--- config.mk ---
export PLATFORM = sky130hd
export DESIGN_NAME = baud_gen
export DESIGN_NICKNAME = d
export VERILOG_FILES = /design/src/rtl/baud_gen_pkg.sv /design/src/rtl/baud_rate_shadow.sv /design/src/rtl/baud_div_chain.sv /design/src/rtl/baud_break_timer.sv /design/src/rtl/baud_gen.sv
export SDC_FILE = /design/constraint.sdc
export NUM_CORES = 1
export LEC_CHECK = 0
export BUFFER_PORTS_ARGS = -buffer_cell sky130_fd_sc_hd__buf_2
export CORE_AREA = 10 10 75 124
export DETAILED_ROUTE_END_ITERATION = 10
export DIE_AREA = 0 0 85 134
export GPL_TIMING_DRIVEN = 1
export PLACE_DENSITY = 0.76
export SLEW_MARGIN = 20
export SYNTH_ARGS = -nofsm -noshare
export SYNTH_HDL_FRONTEND = slang
export SYNTH_HIERARCHICAL = 1
export SYNTH_SLANG_ARGS = --single-unit
--- constraint.sdc ---
create_clock -name clk -period 4 [get_ports clk]
set_clock_uncertainty 0.2 [all_clocks]
set_input_delay 0.8 -clock clk [delete_from_list [all_inputs] [get_ports clk]]
set_output_delay 0.8 -clock clk [all_outputs]
set_load 0.05 [all_outputs]
--- src/rtl/baud_gen_pkg.sv ---
package baud_gen_pkg;
    localparam int PRE_W   = 4;
    localparam int DIV_W   = 10;
    localparam int PRE_LSB = 16;
    localparam int DIV_LSB = 0;
    localparam int WORD_W  = 32;
    localparam int OVS     = 13;
    localparam int OVS_W   = $clog2(OVS);

    typedef struct packed {
        logic [PRE_W-1:0] pre_m1;
        logic [DIV_W-1:0] div_m1;
    } rate_cfg_t;

    function automatic rate_cfg_t decode_rate(input logic [WORD_W-1:0] w);
        rate_cfg_t c;
        c.pre_m1 = w[PRE_LSB +: PRE_W];
        c.div_m1 = w[DIV_LSB +: DIV_W];
        return c;
    endfunction
endpackage

--- src/rtl/baud_rate_shadow.sv ---
module baud_rate_shadow
    import baud_gen_pkg::*;
#(
    parameter rate_cfg_t RESET_CFG = '0
) (
    input  logic              clk,
    input  logic              rst,
    input  logic              wr,
    input  logic [WORD_W-1:0] wdata,
    input  logic              boundary,
    output rate_cfg_t         cfg_active,
    output logic              busy
);
    rate_cfg_t held;
    logic      pending;

    always_ff @(posedge clk) begin
        if (rst) begin
            held       <= RESET_CFG;
            cfg_active <= RESET_CFG;
            pending    <= 1'b0;
        end else if (wr) begin
            held    <= decode_rate(wdata);
            pending <= 1'b1;
        end else if (boundary && pending) begin
            cfg_active <= held;
            pending    <= 1'b0;
        end
    end

    assign busy = pending;
endmodule

--- src/rtl/baud_div_chain.sv ---
module baud_div_chain
    import baud_gen_pkg::*;
(
    input  logic      clk,
    input  logic      rst,
    input  rate_cfg_t cfg,
    output logic      sample_tick,
    output logic      bit_tick
);
    logic [PRE_W-1:0] pre_cnt;
    logic [DIV_W-1:0] div_cnt;
    logic [OVS_W-1:0] ovs_cnt;
    logic pre_end, div_end, ovs_end;

    assign pre_end     = (pre_cnt == cfg.pre_m1);
    assign div_end     = (div_cnt == cfg.div_m1);
    assign ovs_end     = (ovs_cnt == OVS_W'(OVS - 1));
    assign sample_tick = !rst && pre_end && div_end;
    assign bit_tick    = sample_tick && ovs_end;

    always_ff @(posedge clk) begin
        if (rst) begin
            pre_cnt <= '0;
            div_cnt <= '0;
            ovs_cnt <= '0;
        end else begin
            pre_cnt <= pre_end ? '0 : pre_cnt + 1'b1;
            if (pre_end)
                div_cnt <= div_end ? '0 : div_cnt + 1'b1;
            if (sample_tick)
                ovs_cnt <= ovs_end ? '0 : ovs_cnt + 1'b1;
        end
    end
endmodule

--- src/rtl/baud_break_timer.sv ---
module baud_break_timer #(
    parameter int BRK_W = 16
) (
    input  logic             clk,
    input  logic             rst,
    input  logic             len_wr,
    input  logic [BRK_W-1:0] len_wdata,
    input  logic             start,
    input  logic             bit_tick,
    output logic             active,
    output logic             done
);
    logic [BRK_W-1:0] len_q;
    logic [BRK_W-1:0] left;

    always_ff @(posedge clk) begin
        if (rst) begin
            len_q  <= '0;
            left   <= '0;
            active <= 1'b0;
            done   <= 1'b0;
        end else begin
            done <= 1'b0;
            if (len_wr)
                len_q <= len_wdata;
            if (!active) begin
                if (start) begin
                    active <= 1'b1;
                    left   <= len_q;
                end
            end else if (bit_tick) begin
                if (left <= BRK_W'(1)) begin
                    active <= 1'b0;
                    done   <= 1'b1;
                end else begin
                    left <= left - 1'b1;
                end
            end
        end
    end
endmodule

--- src/rtl/baud_gen.sv ---
module baud_gen
    import baud_gen_pkg::*;
#(
    parameter int BRK_W = 16
) (
    input  logic              clk,
    input  logic              rst,
    input  logic              rate_wr,
    input  logic [WORD_W-1:0] rate_wdata,
    output logic              rate_busy,
    input  logic              brk_len_wr,
    input  logic [BRK_W-1:0]  brk_len_wdata,
    input  logic              brk_set,
    output logic              sample_tick,
    output logic              bit_tick,
    output logic              brk_active,
    output logic              brk_done
);
    rate_cfg_t cfg_now;

    baud_rate_shadow #(.RESET_CFG('0)) u_shadow (
        .clk        (clk),
        .rst        (rst),
        .wr         (rate_wr),
        .wdata      (rate_wdata),
        .boundary   (bit_tick),
        .cfg_active (cfg_now),
        .busy       (rate_busy)
    );

    baud_div_chain u_chain (
        .clk         (clk),
        .rst         (rst),
        .cfg         (cfg_now),
        .sample_tick (sample_tick),
        .bit_tick    (bit_tick)
    );

    baud_break_timer #(.BRK_W(BRK_W)) u_break (
        .clk       (clk),
        .rst       (rst),
        .len_wr    (brk_len_wr),
        .len_wdata (brk_len_wdata),
        .start     (brk_set),
        .bit_tick  (bit_tick),
        .active    (brk_active),
        .done      (brk_done)
    );
endmodule

==> run_results.csv, run 1 <==
group,metric,value,unit
status,outcome,"complete, no violations",
global_route,grt_pass1_vias,3243,
global_route,grt_max_degree,92,
final_layout,layout.nets,522,
final_layout,diodes,0,
die,placementRows,41,
logic_synthesis,yosys.area.top_type_share,40.7,%
global_route,grt_usage,15.4,%
clocking,cts.sinks,81,
power_and_ir_drop,totalPowerFinal,1.93,mW
logic_synthesis,syn_area,0.00399,mm2
clocking,clk_latency,330,ps
placement,port-buffer-count,39,
die,die_w,85,um
placement,place_congestion,0.870,
power_and_ir_drop,p_int,1.41,mW
logic_synthesis,synth-edff-count,0,
die,die_area,0.0114,mm2
timing,slew_violations,0,
drt,wl_met2,4.91,mm
drt,vias,3182,
timing,setup_viol,0,
timing,finalCriticalPeriod,3570,ps
drt,topRoutingLayerUsed,"met4",
clocking,clock_path_buffers,2,
logic_synthesis,syn_area_per_cell,9.19,um2
final_layout,area_delta_synth_final,11.7,%
logic_synthesis,ys_seq_area_share,40.7,%
clocking,cts_hold_buffers,0,
logic_synthesis,synth_fp_nets,493,
logic_synthesis,async_reset_ff_share,0,%
logic_synthesis,synth_cell_types,56,
final_layout,drive_gt1_share,16.9,%
min_path,hold_path_class,"reg -> reg",
timing,worst_pin_slew,823,ps
die,core_area,0.00723,mm2
clocking,path_clk_slew,60,ps
final_layout,fin_util,61.6,%
setup_path,crit_required,3000,ps
logic_synthesis,yosys.area.top_type,"dfxtp_1",
power_and_ir_drop,p_sw,0.519,mW
logic_synthesis,synthTopCellsByArea,"dfxtp_1 41%, mux2i_1 12%, nand2b_1 6.4%, nor2_1 4.3%, a21oi_1 3.8%",
global_route,grt_pass1_wl,14.6,mm
timing,rsz0062_at_grt,"no",
drt,drc_errors,0,
drt,wl_met3,263,um
drt,drt-met1-wl,3.22,mm
placement,hpwl,6.17,mm
drt,dr.pass1.iters,4,
global_route,grt-ovfl-total,0,
drt,avgRoutedWirePerCell,15.6,um
clocking,cts_resized,0,
job,drv_cap,0,
timing,slew_headroom,45.1,%
power_and_ir_drop,pwr_density_cell,433,mW/mm2
logic_synthesis,synth-seq-cells,81,
power_and_ir_drop,clock_power_share,39.3,%
timing,fmax,280,MHz
logic_synthesis,synth_top_cells_by_count,"81 x dfxtp_1, 49 x mux2i_1, 46 x nor2_1",
logic_synthesis,ys.flop_type,"dfxtp_1",
timing,hold_viol,0,
drt,vias_per_cell,5.74,
die,die_h,134,um
die,floorplan.initialDensity,55.1,%
clocking,numCtsBuffers,9,
die,io_pins,58,
power_and_ir_drop,p_leak,1.73,nW
setup_path,worstPathArrival,2570,ps
timing,fin_crit_sh,89.3,%
clocking,postCtsSetupBuffers,0,
power_and_ir_drop,switching_share,26.9,%
setup_path,worstPathMaxFanout,7,
timing,hold_ws,275,ps
logic_synthesis,yosys_warnings,6,
global_route,antenna_found_initial,0,
logic_synthesis,syn_inst,434,
logic_synthesis,synth_most_common_cell,"dfxtp_1",
power_and_ir_drop,irDropWorstVdd,0.315,mV
setup_path,critPathKind,"reg -> out",
timing,setup-tns-final,0,ps
setup_path,cp-start-kind,"flip-flop",
setup_path,endpoint_kind,"output pin",
clocking,tritoncts,"done",
drt,detail-route-antenna-nets,0,
power_and_ir_drop,p_seq_share,45.6,%
drt,wl,8.67,mm
drt,drt_iter0_drc,121,
clocking,cts_max_level,3,
power_and_ir_drop,combPwrFrac,15.2,%
clocking,root_buffer,"clkbuf_16",
cell families (layout without fill, tap and decap cells):
group,after synthesis,in the layout,share of synthesized area (%)
flops,81,81,40.7
simple gates,166,166,23.6
xor+xnor,16,16,3.51
mux,49,49,12.3
fa+ha+maj,6,6,1.88
compound gates,77,77,13.1
buf+inv,39,73,4.99
placed cells by master, fill, tap and decap left out, types with 3 or more instances in the layout:
| master | Yosys | layout |
|---|---|---|
| nand4_1 | 7 | 7 |
| nor2b_1 | 3 | 3 |
| mux2i_1 | 49 | 49 |
| buf_2 | 6 | 39 |
| clkbuf_1 | 13 | 3 |
| nor3_1 | 6 | 6 |
| o41ai_1 | 4 | 4 |
| a21oi_1 | 30 | 30 |
| inv_1 | 12 | 12 |
| buf_4 | 0 | 5 |
| o21ai_2 | 3 | 3 |
| dfxtp_1 | 81 | 81 |
| o32ai_1 | 8 | 8 |
| nor2_1 | 46 | 46 |
| clkbuf_16 | 0 | 9 |
| a21o_1 | 4 | 4 |
| nand2_1 | 18 | 18 |
| nand2b_1 | 41 | 41 |
| xnor2_1 | 15 | 15 |
| o21ai_0 | 9 | 9 |
| and3_1 | 3 | 3 |
| o21ai_1 | 3 | 3 |
| a21oi_2 | 4 | 4 |
| nand3_1 | 11 | 11 |
| ha_1 | 6 | 6 |
| or3_1 | 9 | 9 |
critical path, stage by stage (launching register included):
cell and delay, ps:
dfxtp_1 470, xnor2_1 150, nand4_1 240, or4_1 720, nor3_1 220, buf_4 180
buf_2 270
path summary, 6_finish.rpt:
kind                            slack, ps  cells past startpoint                to                from
worst max-delay path                  430                      6          bit_tick  u_chain/div_cnt[0]
worst min-delay path                  280                      2  u_break/left[15]    u_break/left[15]
worst max register to register        730                      9   u_break/left[0]  u_chain/div_cnt[0]
worst min register to register        280                      2  u_break/left[15]    u_break/left[15]
layout make-up:
type,count,area (um2)
Sequential cell,81,1620
Tap cell,86,108
Timing Repair Buffer,44,233
Inverter,13,48.8
Fill cell,635,2780
Clock inverter,3,25.0
Multi-Input combinational cell,314,2170
Clock buffer,13,250
per-layer routing:
metal	global-route usage (%)	up-vias
met2	29.3	59
met3	3.21	20
met5	0	-
li1	-	1587
met4	7.63	0
met1	14.8	1516
state kept, by name (all words and copies together) (netlist names):
signal / cells
u_break/len_q: 16
u_shadow/busy: 1
u_break/done: 1
u_shadow/cfg_active: 14
u_chain/pre_cnt: 4
u_chain/ovs_cnt: 4
u_break/active: 1
u_shadow/held: 14
u_chain/div_cnt: 10
u_break/left: 16
power groups by stage:
stage / Clock [mW] / Combinational [mW] / Sequential (mW)
4_1_cts: 0.778 / 0.291 / 0.878
2_1_floorplan: 0 / 0.232 / 0.890
3_3_place_gp: 0 / 0.282 / 0.894
5_1_grt: 0.805 / 0.324 / 0.883
6_report: 0.757 / 0.292 / 0.878
3_5_place_dp: 0 / 0.290 / 0.895
through the flow:
stage / cells / setup slack (ps) / area (um2)
2_1_floorplan: 434 / 39.8 / 3990
3_3_place_gp: 538 / 800 / 4180
3_5_place_dp: 538 / 735 / 4180
4_1_cts: 554 / 396 / 4450
5_1_grt: 554 / 247 / 4450
6_report: 554 / 430 / 4450
No activity file was read; power rests on OpenSTA's default activity.
==> inputs of run 2 (changes only) <==
--- a/config.mk
+++ b/config.mk
@@ -6,13 +6,13 @@
 export NUM_CORES = 1
 export LEC_CHECK = 0
 export BUFFER_PORTS_ARGS = -buffer_cell sky130_fd_sc_hd__buf_2
-export CORE_AREA = 10 10 75 124
+export CORE_AREA = 10 10 90 150
 export DETAILED_ROUTE_END_ITERATION = 10
-export DIE_AREA = 0 0 85 134
+export DIE_AREA = 0 0 100 160
 export GPL_TIMING_DRIVEN = 1
-export PLACE_DENSITY = 0.76
+export PLACE_DENSITY = 0.49
+export RECOVER_POWER = 100
 export SLEW_MARGIN = 20
 export SYNTH_ARGS = -nofsm -noshare
 export SYNTH_HDL_FRONTEND = slang
-export SYNTH_HIERARCHICAL = 1
 export SYNTH_SLANG_ARGS = --single-unit
==> run_results.csv, run 2 <==
group,metric,value,unit
status,outcome,"complete, no violations",
final_layout,multiInputGateArea,0.00185,mm2
clocking,numCtsBuffers,9,
global_route,grt-ovfl-total,0,
drt,vias_per_cell,5.09,
setup_path,worstPathMaxFanout,9,
timing,slew_violations,0,
die,placementRows,51,
timing,finalCriticalPeriod,3430,ps
clocking,cts.sinks,81,
timing,setup-tns-final,0,ps
drt,detail-route-antenna-nets,0,
logic_synthesis,synth-seq-cells,81,
final_layout,fin_cells,558,
clocking,cts_hold_buffers,0,
setup_path,reg2reg_depth,6,
logic_synthesis,yosys.area.top_type_share,44.8,%
clocking,clock_path_buffers,2,
final_layout,ff_latch_area,0.00162,mm2
global_route,antenna_found_initial,0,
global_route,grt_pass1_vias,2888,
setup_path,crit_required,3000,ps
placement,place_inst,543,
die,die_h,160,um
die,core_area,0.0110,mm2
logic_synthesis,synth-edff-count,0,
die,die_area,0.0160,mm2
final_layout,diodes,0,
min_path,min_from,"u_break.len_q[3]",
final_layout,fill_cells,1138,
clocking,postCtsSetupBuffers,0,
timing,setup_slack,569,ps
logic_synthesis,synth_top_cells_by_count,"81 x dfxtp_1, 72 x nor2_1, 46 x mux2i_1",
final_layout,mostFrequentLayoutCells,"81 x dfxtp_1, 72 x nor2_1, 46 x mux2i_1",
timing,hold_viol,0,
timing,rsz0062_at_grt,"no",
logic_synthesis,synth_fp_nets,449,
placement,port-buffer-count,39,
setup_path,slowest_delay,520,ps
power_and_ir_drop,p_leak,1.85,nW
setup_path,path_cells,"xor2_1 > nor4_1 > and4_1 > clkbuf_1",
placement,hpwl,6.01,mm
setup_path,critPathKind,"reg -> out",
clocking,cts_resized,0,
power_and_ir_drop,irDropWorstVdd,0.241,mV
logic_synthesis,syn_inst,390,
clocking,root_buffer,"clkbuf_16",
final_layout,final_common_cell,"dfxtp_1",
drt,dr.pass1.iters,4,
final_layout,area_delta_synth_final,15.7,%
job,drv_cap,0,
clocking,path_clk_slew,60,ps
global_route,grt_pass1_wl,13.7,mm
logic_synthesis,async_reset_ff_share,0,%
clocking,clk_latency,330,ps
setup_path,worstPathArrival,2430,ps
clocking,tritoncts,"done",
final_layout,layout.nets,481,
timing,worst_pin_slew,1380,ps
clocking,cts_max_level,3,
logic_synthesis,yosys_warnings,0,
global_route,grt_usage,10.6,%
timing,setup_viol,0,
die,floorplan.initialDensity,32.8,%
setup_path,endpoint_kind,"output pin",
setup_path,slowest_stage,"clkbuf_1",
power_and_ir_drop,pwr_density_cell,449,mW/mm2
drt,avgRoutedWirePerCell,14.8,um
drt,drt_iter0_drc,53,
placement,place_congestion,0.852,
min_path,min_to,"u_break.left[3]",
setup_path,cp-start-kind,"flip-flop",
timing,fmax,291,MHz
setup_path,reg2reg_to,"u_shadow.cfg_active[6]",
logic_synthesis,yosys.area.top_type,"dfxtp_1",
global_route,grt_max_degree,69,
logic_synthesis,ys.flop_type,"dfxtp_1",
die,die_w,100,um
drt,vias,2842,
logic_synthesis,synth_cell_types,47,
setup_path,rr_startpoint,"u_chain.div_cnt[0]",
drt,wl,8.24,mm
power_and_ir_drop,totalPowerFinal,1.88,mW
logic_synthesis,synthTopCellsByArea,"dfxtp_1 45%, mux2i_1 13%, nor2_1 7.5%, xor2_1 4.4%, ha_1 2.1%",
timing,slew_headroom,8.17,%
min_path,hold_path_class,"reg -> reg",
final_layout,drive_gt1_share,12.7,%
logic_synthesis,syn_area_per_cell,9.28,um2
logic_synthesis,syn_area,0.00362,mm2
drt,drc_errors,0,
placement,dp_slack,872,ps
timing,fin_crit_sh,85.8,%
logic_synthesis,ys_seq_area_share,44.8,%
logic_synthesis,synth_most_common_cell,"dfxtp_1",
min_path,hold_depth,2,
setup_path,rrSetupSlack,980,ps
final_layout,reg.largest.list,"u_break.left x16, u_break.len_q x16",
die,io_pins,58,
## run 2: cell types whose count changed after synthesis, sizes merged, moves of 9 or more
| cell | delta |
|---|---|
| o32ai | -9 |
| a21oi | -24 |
| a31oi | +9 |
| o21ai | -9 |
| xor2 | +17 |
| nor2 | +26 |
| nand2b | -40 |
## run 2: area by class of cell
cell class | instances | share of cell area, %
flip-flops and latches | 81 | 38.7
inverters | 10 | 0.896
clock buffers | 13 | 6.69
repair buffers | 41 | 4.81
multi-input cells | 279 | 44.1
clock inverters | 2 | 0.836
well taps | 132 | 3.94
## run 2: through the flow
step	area [um2]	hold slack (ps)	util (%)
after floorplan	3620	241	-
after global placement	3910	258	35.4
after detailed placement	3910	268	35.4
after CTS	4220	279	38.2
after global routing	4190	302	37.9
final	4190	273	37.9
## run 2: worst max-delay path by stage
stage | slack (ps) | start | to
2_1_floorplan | 1090 | u_chain.div_cnt[0] | sample_tick
3_3_place_gp | 890 | rst | bit_tick
3_5_place_dp | 870 | rst | bit_tick
4_1_cts | 730 | u_chain.div_cnt[7] | sample_tick
5_1_grt | 390 | rst | sample_tick
6_report | 570 | u_chain.div_cnt[0] | bit_tick
## run 2: where the power goes
part | internal [mW] | switching (mW)
sequential | 0.836 | 0.0236
combinational | 0.0684 | 0.0977
clock | 0.547 | 0.309
## run 2: logic make-up after synthesis
family          count (synthesis)  synth area share [%]
mux                            46                  12.7
buf+inv                        30                  3.56
simple gates                  151                  21.3
fa+ha+maj                       6                  2.07
compound gates                 50                  9.33
xor+xnor                       26                  6.29
flops                          81                  44.8
## run 2: worst max-delay path: cells and delay by family, from the launching register on
family,cells,cell delay [ps]
xor+xnor,1,160
buf+inv,1,520
flops,1,510
simple gates,2,890
## run 2: routing by layer
metal | wire length [um] | GRT usage, %
met5 | 0 | 0
met3 | 307 | 2.68
met1 | 3330 | 10.5
met2 | 4330 | 19.0
met4 | 281 | 6.65
